[src/rtl/mdio_pkg.sv]
package mdio_pkg;
  localparam int PHY_W  = 5;
  localparam int REG_W  = 5;
  localparam int DATA_W = 16;

  typedef enum logic [0:0] {ST_HUNT, ST_FRAME} mdio_state_e;

  localparam logic [1:0] SOF_PAT = 2'b01;
  localparam logic [1:0] OP_READ = 2'b10;
  localparam logic [1:0] OP_WRITE = 2'b01;

  localparam logic [REG_W-1:0] RA_CTRL = 5'h00;
  localparam logic [REG_W-1:0] RA_STAT = 5'h01;
  localparam logic [REG_W-1:0] RA_DEVC = 5'h19;
endpackage

[src/rtl/mdio_edge_sync.sv]
module mdio_edge_sync #(
  parameter int SYNC_STAGES = 2
) (
  input  logic clk,
  input  logic rst_n,
  input  logic mdc,
  input  logic mdio_in,
  output logic mdc_rise,
  output logic bit_in
);
  logic [SYNC_STAGES:0]   mdc_sh;
  logic [SYNC_STAGES-1:0] dat_sh;

  always_ff @(posedge clk) begin
    if (!rst_n) begin
      mdc_sh <= '0;
      dat_sh <= '1;
    end else begin
      mdc_sh <= {mdc_sh[SYNC_STAGES-1:0], mdc};
      dat_sh <= {dat_sh[SYNC_STAGES-2:0], mdio_in};
    end
  end

  assign mdc_rise = mdc_sh[SYNC_STAGES-1] & ~mdc_sh[SYNC_STAGES];
  assign bit_in   = dat_sh[SYNC_STAGES-1];
endmodule

[src/rtl/mdio_frame_fsm.sv]
module mdio_frame_fsm
  import mdio_pkg::*;
#(
  parameter int PRE_LEN = 32
) (
  input  logic              clk,
  input  logic              rst_n,
  input  logic              mdc_rise,
  input  logic              bit_in,
  input  logic [PHY_W-1:0]  my_addr,
  input  logic              sw_rst,
  input  logic [DATA_W-1:0] rd_data,
  output logic [REG_W-1:0]  reg_addr,
  output logic              wr_en,
  output logic [DATA_W-1:0] wr_data,
  output logic              mdio_out,
  output logic              mdio_oe,
  output logic              pre_ok,
  output logic              in_frame
);
  localparam int FRAME_LEN = 4 + PHY_W + REG_W + 2 + DATA_W;
  localparam int IDX_W     = $clog2(FRAME_LEN);
  localparam int CNT_W     = $clog2(PRE_LEN + 1);
  localparam int HDR_LAST  = 3 + PHY_W + REG_W;
  localparam int TA_FIRST  = HDR_LAST + 1;
  localparam int LAST_BIT  = FRAME_LEN - 1;
  localparam int HDR_W     = HDR_LAST + 1;

  mdio_state_e       st;
  logic [IDX_W-1:0]  idx;
  logic [CNT_W-1:0]  ones;
  logic [DATA_W-2:0] in_sh;
  logic [DATA_W-1:0] out_sh;
  logic              is_rd, is_wr;
  logic [HDR_W-1:0]  hdr_now;
  logic              hit;

  assign hdr_now  = {in_sh[HDR_W-2:0], bit_in};
  assign hit      = (hdr_now[HDR_W-1 -: 2] == SOF_PAT) &&
                    (hdr_now[REG_W +: PHY_W] == my_addr);
  assign in_frame = (st == ST_FRAME);

  always_ff @(posedge clk) begin
    if (!rst_n) begin
      st       <= ST_HUNT;
      idx      <= '0;
      ones     <= '0;
      pre_ok   <= 1'b0;
      in_sh    <= '0;
      out_sh   <= '0;
      is_rd    <= 1'b0;
      is_wr    <= 1'b0;
      reg_addr <= '0;
      wr_en    <= 1'b0;
      wr_data  <= '0;
      mdio_out <= 1'b1;
      mdio_oe  <= 1'b0;
    end else begin
      wr_en <= 1'b0;
      if (mdc_rise) begin
        case (st)
          ST_HUNT: begin
            if (bit_in) begin
              if (ones != CNT_W'(PRE_LEN)) ones <= ones + 1'b1;
              if (ones == CNT_W'(PRE_LEN - 1)) pre_ok <= 1'b1;
            end else if (pre_ok) begin
              st    <= ST_FRAME;
              idx   <= IDX_W'(1);
              in_sh <= '0;
              is_rd <= 1'b0;
              is_wr <= 1'b0;
            end else begin
              ones <= '0;
            end
          end
          default: begin
            in_sh <= {in_sh[DATA_W-3:0], bit_in};
            idx   <= idx + 1'b1;
            if (idx == IDX_W'(HDR_LAST)) begin
              is_rd    <= hit && (hdr_now[REG_W+PHY_W +: 2] == OP_READ);
              is_wr    <= hit && (hdr_now[REG_W+PHY_W +: 2] == OP_WRITE);
              reg_addr <= hdr_now[REG_W-1:0];
            end
            if (idx == IDX_W'(TA_FIRST)) begin
              if (is_rd) begin
                mdio_oe  <= 1'b1;
                mdio_out <= 1'b0;
                out_sh   <= rd_data;
              end
            end else if (idx > IDX_W'(TA_FIRST) && idx < IDX_W'(LAST_BIT)) begin
              if (is_rd) begin
                mdio_out <= out_sh[DATA_W-1];
                out_sh   <= {out_sh[DATA_W-2:0], 1'b0};
              end
            end
            if (idx == IDX_W'(LAST_BIT)) begin
              st       <= ST_HUNT;
              idx      <= '0;
              mdio_oe  <= 1'b0;
              mdio_out <= 1'b1;
              if (is_wr) begin
                wr_en   <= 1'b1;
                wr_data <= {in_sh, bit_in};
              end
            end
          end
        endcase
      end
      if (sw_rst) begin
        pre_ok <= 1'b0;
        ones   <= '0;
      end
    end
  end
endmodule

[src/rtl/mdio_regs.sv]
module mdio_regs
  import mdio_pkg::*;
#(
  parameter logic [DATA_W-1:0] CTRL_DEF  = 16'h3100,
  parameter logic [DATA_W-1:0] STAT_BASE = 16'h7849,
  parameter logic [DATA_W-1:0] DEVC_DEF  = 16'h0000
) (
  input  logic              clk,
  input  logic              rst_n,
  input  logic [PHY_W-1:0]  strap_addr,
  input  logic              wr_en,
  input  logic [REG_W-1:0]  reg_addr,
  input  logic [DATA_W-1:0] wr_data,
  input  logic              link_up,
  output logic [DATA_W-1:0] rd_data,
  output logic [PHY_W-1:0]  addr_q,
  output logic [DATA_W-1:0] ctrl_word,
  output logic              an_restart,
  output logic              sw_rst
);
  localparam logic [DATA_W-1:0] CTRL_WMASK = 16'h7D80;
  localparam int                RST_BIT    = 15;
  localparam int                ANR_BIT    = 9;
  localparam int                LINK_BIT   = 2;
  localparam logic [DATA_W-1:0] DEVC_WMASK = {{(DATA_W-PHY_W){1'b1}}, {PHY_W{1'b0}}};

  logic [DATA_W-1:0] devc_q;

  always_ff @(posedge clk) begin
    if (!rst_n) begin
      addr_q     <= strap_addr;
      ctrl_word  <= CTRL_DEF;
      devc_q     <= DEVC_DEF & DEVC_WMASK;
      an_restart <= 1'b0;
      sw_rst     <= 1'b0;
    end else begin
      an_restart <= 1'b0;
      sw_rst     <= 1'b0;
      if (wr_en && reg_addr == RA_CTRL) begin
        if (wr_data[RST_BIT]) begin
          ctrl_word <= CTRL_DEF;
          devc_q    <= DEVC_DEF & DEVC_WMASK;
          sw_rst    <= 1'b1;
        end else begin
          ctrl_word  <= wr_data & CTRL_WMASK;
          an_restart <= wr_data[ANR_BIT];
        end
      end else if (wr_en && reg_addr == RA_DEVC) begin
        devc_q <= wr_data & DEVC_WMASK;
      end
    end
  end

  always_comb begin
    case (reg_addr)
      RA_CTRL: rd_data = ctrl_word;
      RA_STAT: rd_data = STAT_BASE | (DATA_W'(link_up) << LINK_BIT);
      RA_DEVC: rd_data = (devc_q & DEVC_WMASK) | DATA_W'(addr_q);
      default: rd_data = '0;
    endcase
  end
endmodule

[src/rtl/mdio_mgmt_slave.sv]
module mdio_mgmt_slave
  import mdio_pkg::*;
#(
  parameter int SYNC_STAGES = 2,
  parameter int PRE_LEN     = 32
) (
  input  logic              clk,
  input  logic              rst_n,
  input  logic              mdc,
  input  logic              mdio_in,
  output logic              mdio_out,
  output logic              mdio_oe,
  input  logic [PHY_W-1:0]  strap_addr,
  input  logic              link_up,
  output logic [DATA_W-1:0] ctrl_word,
  output logic              an_restart
);
  logic              mdc_rise, bit_in, sw_rst, wr_en, pre_ok, in_frame;
  logic [PHY_W-1:0]  addr_q;
  logic [REG_W-1:0]  reg_addr;
  logic [DATA_W-1:0] wr_data, rd_data;

  mdio_edge_sync #(.SYNC_STAGES(SYNC_STAGES)) u_sync (
    .clk(clk), .rst_n(rst_n), .mdc(mdc), .mdio_in(mdio_in),
    .mdc_rise(mdc_rise), .bit_in(bit_in)
  );

  mdio_frame_fsm #(.PRE_LEN(PRE_LEN)) u_fsm (
    .clk(clk), .rst_n(rst_n), .mdc_rise(mdc_rise), .bit_in(bit_in),
    .my_addr(addr_q), .sw_rst(sw_rst), .rd_data(rd_data),
    .reg_addr(reg_addr), .wr_en(wr_en), .wr_data(wr_data),
    .mdio_out(mdio_out), .mdio_oe(mdio_oe), .pre_ok(pre_ok), .in_frame(in_frame)
  );

  mdio_regs u_regs (
    .clk(clk), .rst_n(rst_n), .strap_addr(strap_addr), .wr_en(wr_en),
    .reg_addr(reg_addr), .wr_data(wr_data), .link_up(link_up),
    .rd_data(rd_data), .addr_q(addr_q), .ctrl_word(ctrl_word),
    .an_restart(an_restart), .sw_rst(sw_rst)
  );
endmodule

[config.mk]
export PLATFORM = sky130hd
export DESIGN_NAME = mdio_mgmt_slave
export DESIGN_NICKNAME = d
export VERILOG_FILES = /design/src/rtl/mdio_pkg.sv /design/src/rtl/mdio_edge_sync.sv /design/src/rtl/mdio_frame_fsm.sv /design/src/rtl/mdio_regs.sv /design/src/rtl/mdio_mgmt_slave.sv
export SDC_FILE = /design/constraint.sdc
export NUM_CORES = 1
export LEC_CHECK = 0
export ABC_AREA = 0
export BUFFER_PORTS_ARGS = -buffer_cell sky130_fd_sc_hd__buf_2
export CORE_MARGIN = 3
export CORE_UTILIZATION = 50
export CTS_CLUSTER_DIAMETER = 100
export DETAILED_ROUTE_END_ITERATION = 10
export GPL_ROUTABILITY_DRIVEN = 0
export PLACE_DENSITY_LB_ADDON = 0.12
export SETUP_SLACK_MARGIN = 0.15
export SYNTH_ARGS = -nofsm -noshare
export SYNTH_HDL_FRONTEND = slang
export SYNTH_SLANG_ARGS = --single-unit
[constraint.sdc]
create_clock -name clk -period 2.4 [get_ports clk]
set_clock_uncertainty 0.15 [all_clocks]
set_input_delay 0.36 -clock clk [delete_from_list [all_inputs] [get_ports clk]]
set_output_delay 0.36 -clock clk [all_outputs]
set_load 0.05 [all_outputs]
* Word level (Yosys, flattened, before mapping) *
Cells that the tools add are included.
Widths: inputs -> output; s select.

cells by class
  add/sub/neg operators = 2
  multiplexer cells = 39
  order comparisons = 2
  reduce and logical (&&, ||, !) cells = 27
  equality and inequality tests = 16
  bitwise logic cells = 6

operator list
  cell                 number
  $mux 16              7
  $mux 15              4
  $pmux 16 s3          1
  $reduce_and 4->1     8
  $mux 1               20
  $mux 5               4
  $mux 6               3
  $or 16x5->16         1
  $eq 5x4->1 const B   2
  $eq 5x5->1 const B   2
  $reduce_bool 2->1    5
  $add 6x1->6 const B  1
  $eq 6x5->1 const B   1
  $logic_and 1x1->1    6
  $ne 2x2->1 const B   3
  $ne 6x6->1 const B   1
  $reduce_and 3->1     2
  $add 5x1->5 const B  1
  $eq 5x1->1 const B   1
  $eq 5x5->1           1
  $gt 5x4->1 const B   1
  $logic_not 5->1      1
  $lt 5x5->1 const B   1
  $eq 2x1->1 const B   2
  8 further kinds      13

storage, ports and cells
  logic and storage cells = 112
  output and inout bits = 19
  flip-flop bits (word level) = 114
  input bits = 10

* Longest topological paths before layout *
  word-level depth = 5
  mapped depth = 8
  gate-level depth less buffers = 6

* Cells and area by module *
A second synthesis with hierarchy kept.

second synthesis, totals
  cells, all modules = 488
  area, all modules = 4534.3 um^2

modules (own cells, without submodules)
  module          cells an instance  times used  area an instance (um^2)  seq. area each (um^2)
  mdio_frame_fsm  333                1           3045.4                   1401.3
  mdio_regs       144                1           1351.3                   550.5
  mdio_edge_sync  11                 1           137.6                    100.1

* Worst setup path after synthesis *
OpenSTA, ideal clock, no wires.

  path type = register to register
  start = register u_fsm.idx[0]
  end = register u_fsm.mdio_out
  path buffers = 1
  arrival = 1600 ps
  period minus slack after synthesis = 1870 ps
  slack = 530 ps
  required time = 2130 ps
  cell stages (with the launch flop) = 8
  setup time = 120 ps
  path through = dfxtp_1 -> inv_1 -> ha_1 -> o211a_1 -> o221a_1 -> buf_2 -> and3_1 -> a211o_1

between the ends
  word-level cells in the longest chain between the ends = 4
  elaborated cells on any way between the ends = 10
  classes of those cells = 2 x order compare; 2 x eq/ne; 2 x mux; 4 x reduce/logical

RTL lines
  element                                          line                  source
  from (decl)                                      mdio_frame_fsm.sv:30  logic [IDX_W-1:0] idx;
  from (signal assigned)                           mdio_frame_fsm.sv:78  idx <= idx + 1'b1;
  $gt 5x4->1 / $lt 5x5->1 (equally long branches)  mdio_frame_fsm.sv:90  end else if (idx > IDX_W'(TA_FIRST) && idx < IDX_W'(LAST_BIT)) begin
  $logic_and 1x1->1                                mdio_frame_fsm.sv:90
  $reduce_bool 3->1 (no source line)               -
  $reduce_and 4->1 (no source line)                -
  to (signal assigned)                             mdio_frame_fsm.sv:92  mdio_out <= out_sh[DATA_W-1];
  to (decl)                                        mdio_frame_fsm.sv:16  output logic mdio_out,

Parallel ways exist; a longest one is shown, timed or not.
A chain may end at the register's enable or synchronous reset.

* Worst setup path after layout *
  start = register u_fsm.reg_addr[0]
  end = register u_regs.devc_q[9]

between the ends
  word-level cells in the longest chain between the ends = 4
  elaborated cells on any way between the ends = 8
  classes of those cells = 2 x eq/ne; 1 x mux; 5 x reduce/logical

RTL lines
  element                                                                  line                              source
  from (decl)                                                              mdio_frame_fsm.sv:13              output logic [REG_W-1:0] reg_addr,
  from (signal assigned)                                                   mdio_frame_fsm.sv:82              reg_addr <= hdr_now[REG_W-1:0];
  $eq 5x5->1 / $logic_not 5->1 (equally long branches)                     mdio_regs.sv:48, mdio_regs.sv:39
  $logic_and 1x1->1 (on tied branches)                                     mdio_regs.sv:48, mdio_regs.sv:39
  $reduce_bool 2->1 (no source line) / $ne 2x2->1 (equally long branches)  -
  $reduce_and 2->1 (no source line)                                        -
  to (signal assigned)                                                     mdio_regs.sv:33                   devc_q <= DEVC_DEF & DEVC_WMASK;
  to (signal assigned)                                                     mdio_regs.sv:42                   devc_q <= DEVC_DEF & DEVC_WMASK;
  to (signal assigned)                                                     mdio_regs.sv:49                   devc_q <= wr_data & DEVC_WMASK;
  to (decl)                                                                mdio_regs.sv:27                   logic [DATA_W-1:0] devc_q;

Parallel ways exist; a longest one is shown, timed or not.

==> impl_results.md <==
- Status: finished, final reports clean
- Worst IR Drop VDD: 413 uV
- # IOs: 29
- Buf+Inv Stages, Crit Path: 0
- Static Leak: around 0.0016 uW
- Synth Register Bits: 95
- Startpoint types: flip-flop
- Initial Utilization: 0.526
- CP peak stage delay: 510 ps
- Fillers: about 690
- Skew-Pair Late Insertion Delay: between 300 and 400 ps
- Remaining global-route overflow: 0
- GRT Total Usage: 0.195
- Row count: 32
- Met1 usage: 0.278
- # nets final: 465
- Clock slew at reported path FFs: 100 ps
- Core footprint: 7890 um^2
- Post-DP HPWL: 6.26 mm
- Vias per Instance: approximately 5.5
- Crit path time final: 2040 ps
- Max_slew headroom: 0.447
- Post-synth EDFFs: 5
- Delay-heaviest family, CP: simple AND/OR/NAND/NOR gates
- Worst hold path class: in -> reg
- Reg area: 1950 um^2
- Critical path type: reg -> reg
- CTS max path bufs: 2
- Resized cells post-CTS: 0
- Setup TNS: 0 ps
- Die width: 97.1 um
- Vias in the first global route: approximately 2800
- Antenna cells: 0
- Die Ht: 97.1 um
- Clock tree root driver cell: clkbuf_8
- Routed Antenna Nets: 0
- Met3 GRT Util: 0.0567
- Required time of the critical path: 2560 ps
- Worst-Margin Slew: 829 ps
- Yosys warning count: 0
- Area Growth Syn to Fin: 8.72%
- I/O Buffers: 19
- Maximum clock rate: 489 MHz
- Setup violators final: 0
- Initial antenna violation count: 0
- Register area share after synthesis: 0.470
- Crit-path max FO: 15
- Max-cap viol count: 0
- Die footprint: between 9000 and 10000 um^2
- Fin crit share: 0.852
- CTS HTree Levels: 3
- # Post-CTS Setup Buffers: 0
- Routed wire per std cell: 16.4 um
- First-pass GRT wire length: 14.7 mm
- Area of the multi-input gates: 1980 um^2
- Synth Flop Type: dfxtp_1
- DR DRC count: 0
- Netlist Area Pre-Place: 4150 um^2
- Syn Area/Cell: 9.63 um^2
- DRT Wirelength: 9.11 mm
- Num CTS Buffers: 9
- Fin. Hold Viols: 0
- Unique cell type count in the Yosys netlist: 60
- Layout cells sized above 1: 0.156
- Pre-Repair DR Iteration Count: 4
- Vias: 3085
- M2 GR Usage: 0.291
- GRT Max-Usage Layer: met2
- Critical path, cell by cell: or3b_4, nor2_8, and3_1, a22o_1
- Arr. time, crit path: 2200 ps
- Slew Viols, Final: 0
- Async S/R FF share, synth: 0
- CP endpoint kind: flip-flop
- Unrepaired setup endpoints after global routing: no
- CTS tree: yes
- Power Density: 601 nW/um^2
- DRT iter0 DRCs: 247
- Pwr Total: 2710 uW
- CTS sink count: 95
- CP max-delay cell: dfxtp_1
- Pin count of the biggest net entering global routing: 55
- Synth Instances: 431
[final cells by class]
type,instances,share of cell area
clock buffers,9,0.0275
flip-flops and latches,95,0.433
multi-input cells,299,0.439
repair buffers,36,0.0521
inverters,8,0.00666
clock inverters,7,0.0136
well taps,102,0.0283
[cell usage in the layout (no fill, tap or decap), types with 4 or more instances in the layout]
cell,instances
o21ai_0,15
clkbuf_8,9
buf_4,12
a21oi_1,17
nor2_1,64
nand3b_1,5
and3_1,5
dlygate4sd3_1,5
inv_6,4
a22oi_1,18
o32ai_2,4
nand2b_1,7
xor2_1,8
nand2_1,24
a22o_1,11
edfxtp_1,5
nor3_1,7
inv_1,7
dfxtp_1,90
nand3_1,8
buf_2,19
mux2i_1,18
ha_1,6
conb_1,9
and2_1,9
[cell usage after synthesis (4+ instances only)]
library cell / n / share of area
nand2b_1: 7 / 0.011
buf_4: 14 / 0.025
o21ai_0: 15 / 0.018
inv_1: 7 / 0.0063
ha_1: 6 / 0.018
edfxtp_1: 5 / 0.036
dfxtp_1: 90 / 0.43
clkbuf_1: 13 / 0.012
xor2_1: 8 / 0.017
nor2_1: 64 / 0.058
a22o_1: 11 / 0.023
a21oi_1: 17 / 0.021
mux2i_1: 18 / 0.043
and3_1: 5 / 0.0075
and2_1: 9 / 0.014
nand2_1: 24 / 0.022
nand3_1: 8 / 0.0097
buf_2: 8 / 0.0097
nand3b_1: 5 / 0.0090
a22oi_1: 18 / 0.033
o32ai_2: 4 / 0.016
nor3_1: 7 / 0.0084
[sequential cells by signal, indices dropped and copies added, names as in the netlist]
register           cells
u_fsm.reg_addr         5
u_fsm.ones             6
u_sync.dat_sh          2
u_fsm.is_rd            1
u_fsm.mdio_out         1
u_sync.mdc_sh          3
u_fsm.wr_data         11
u_regs.addr_q          5
u_fsm.out_sh          16
u_fsm.idx              5
u_regs.sw_rst          1
u_fsm.wr_en            1
u_fsm.in_frame         1
u_regs.an_restart      1
u_regs.ctrl_word       7
u_fsm.is_wr            1
u_fsm.in_sh           15
u_fsm.mdio_oe          1
u_regs.devc_q         11
u_fsm.pre_ok           1
[power breakdown]
group	total (uW)	switching [uW]	internal [uW]
Combinational	97.7	72.8	24.9
Clock	1000	602	398
Sequential	1610	12.2	1600
Total	2710	687	2020
[metrics by stage]
step	util	cell area [um^2]	worst slack, ps	cells	hold slack (ps)
6_report	0.572	4510	355	556	20.3
5_1_grt	0.572	4510	234	556	10.8
4_1_cts	0.569	4490	352	554	2.19
3_5_place_dp	0.542	4280	376	535	257
3_3_place_gp	0.542	4280	426	535	249
2_1_floorplan	-	4180	530	439	236
[routing by layer]
layer,vias up,part of all wire
li1,1563,-
met1,1453,0.50
met2,56,0.44
met3,13,0.038
met4,0,0.019
met5,-,0
[logic make-up (layout without fill, tap and decap cells)]
logic type / Yosys count / count (layout) / synth area share
multiplexers: 18 / 18 / 0.0434
XOR/XNOR: 10 / 10 / 0.0211
AO/OA/AOI/OAI: 93 / 93 / 0.173
other: 1 / 9 / 0.000904
adder cells (fa/ha/maj): 6 / 6 / 0.0181
AND/OR/NAND/NOR: 163 / 163 / 0.214
buffers and inverters: 45 / 60 / 0.0594
flip-flops: 95 / 95 / 0.470
[path summary, 6_finish.rpt]
kind / start / to / slack, ps / cells after the start
max: u_fsm.reg_addr[0] / u_regs.devc_q[9] / 360 / 4
min: mdio_in / u_sync.dat_sh[0] / 20 / 2
max reg2reg: u_fsm.reg_addr[0] / u_regs.devc_q[9] / 360 / 4
min reg2reg: u_sync.dat_sh[0] / u_sync.dat_sh[1] / 280 / 1
[repair_timing]
item	4_1_cts	5_1_grt
hold buffers	3	2
setup endpoints to repair	0	0
hold endpoints to repair	3	2
Note: power is estimated with default switching activity, not from simulation.
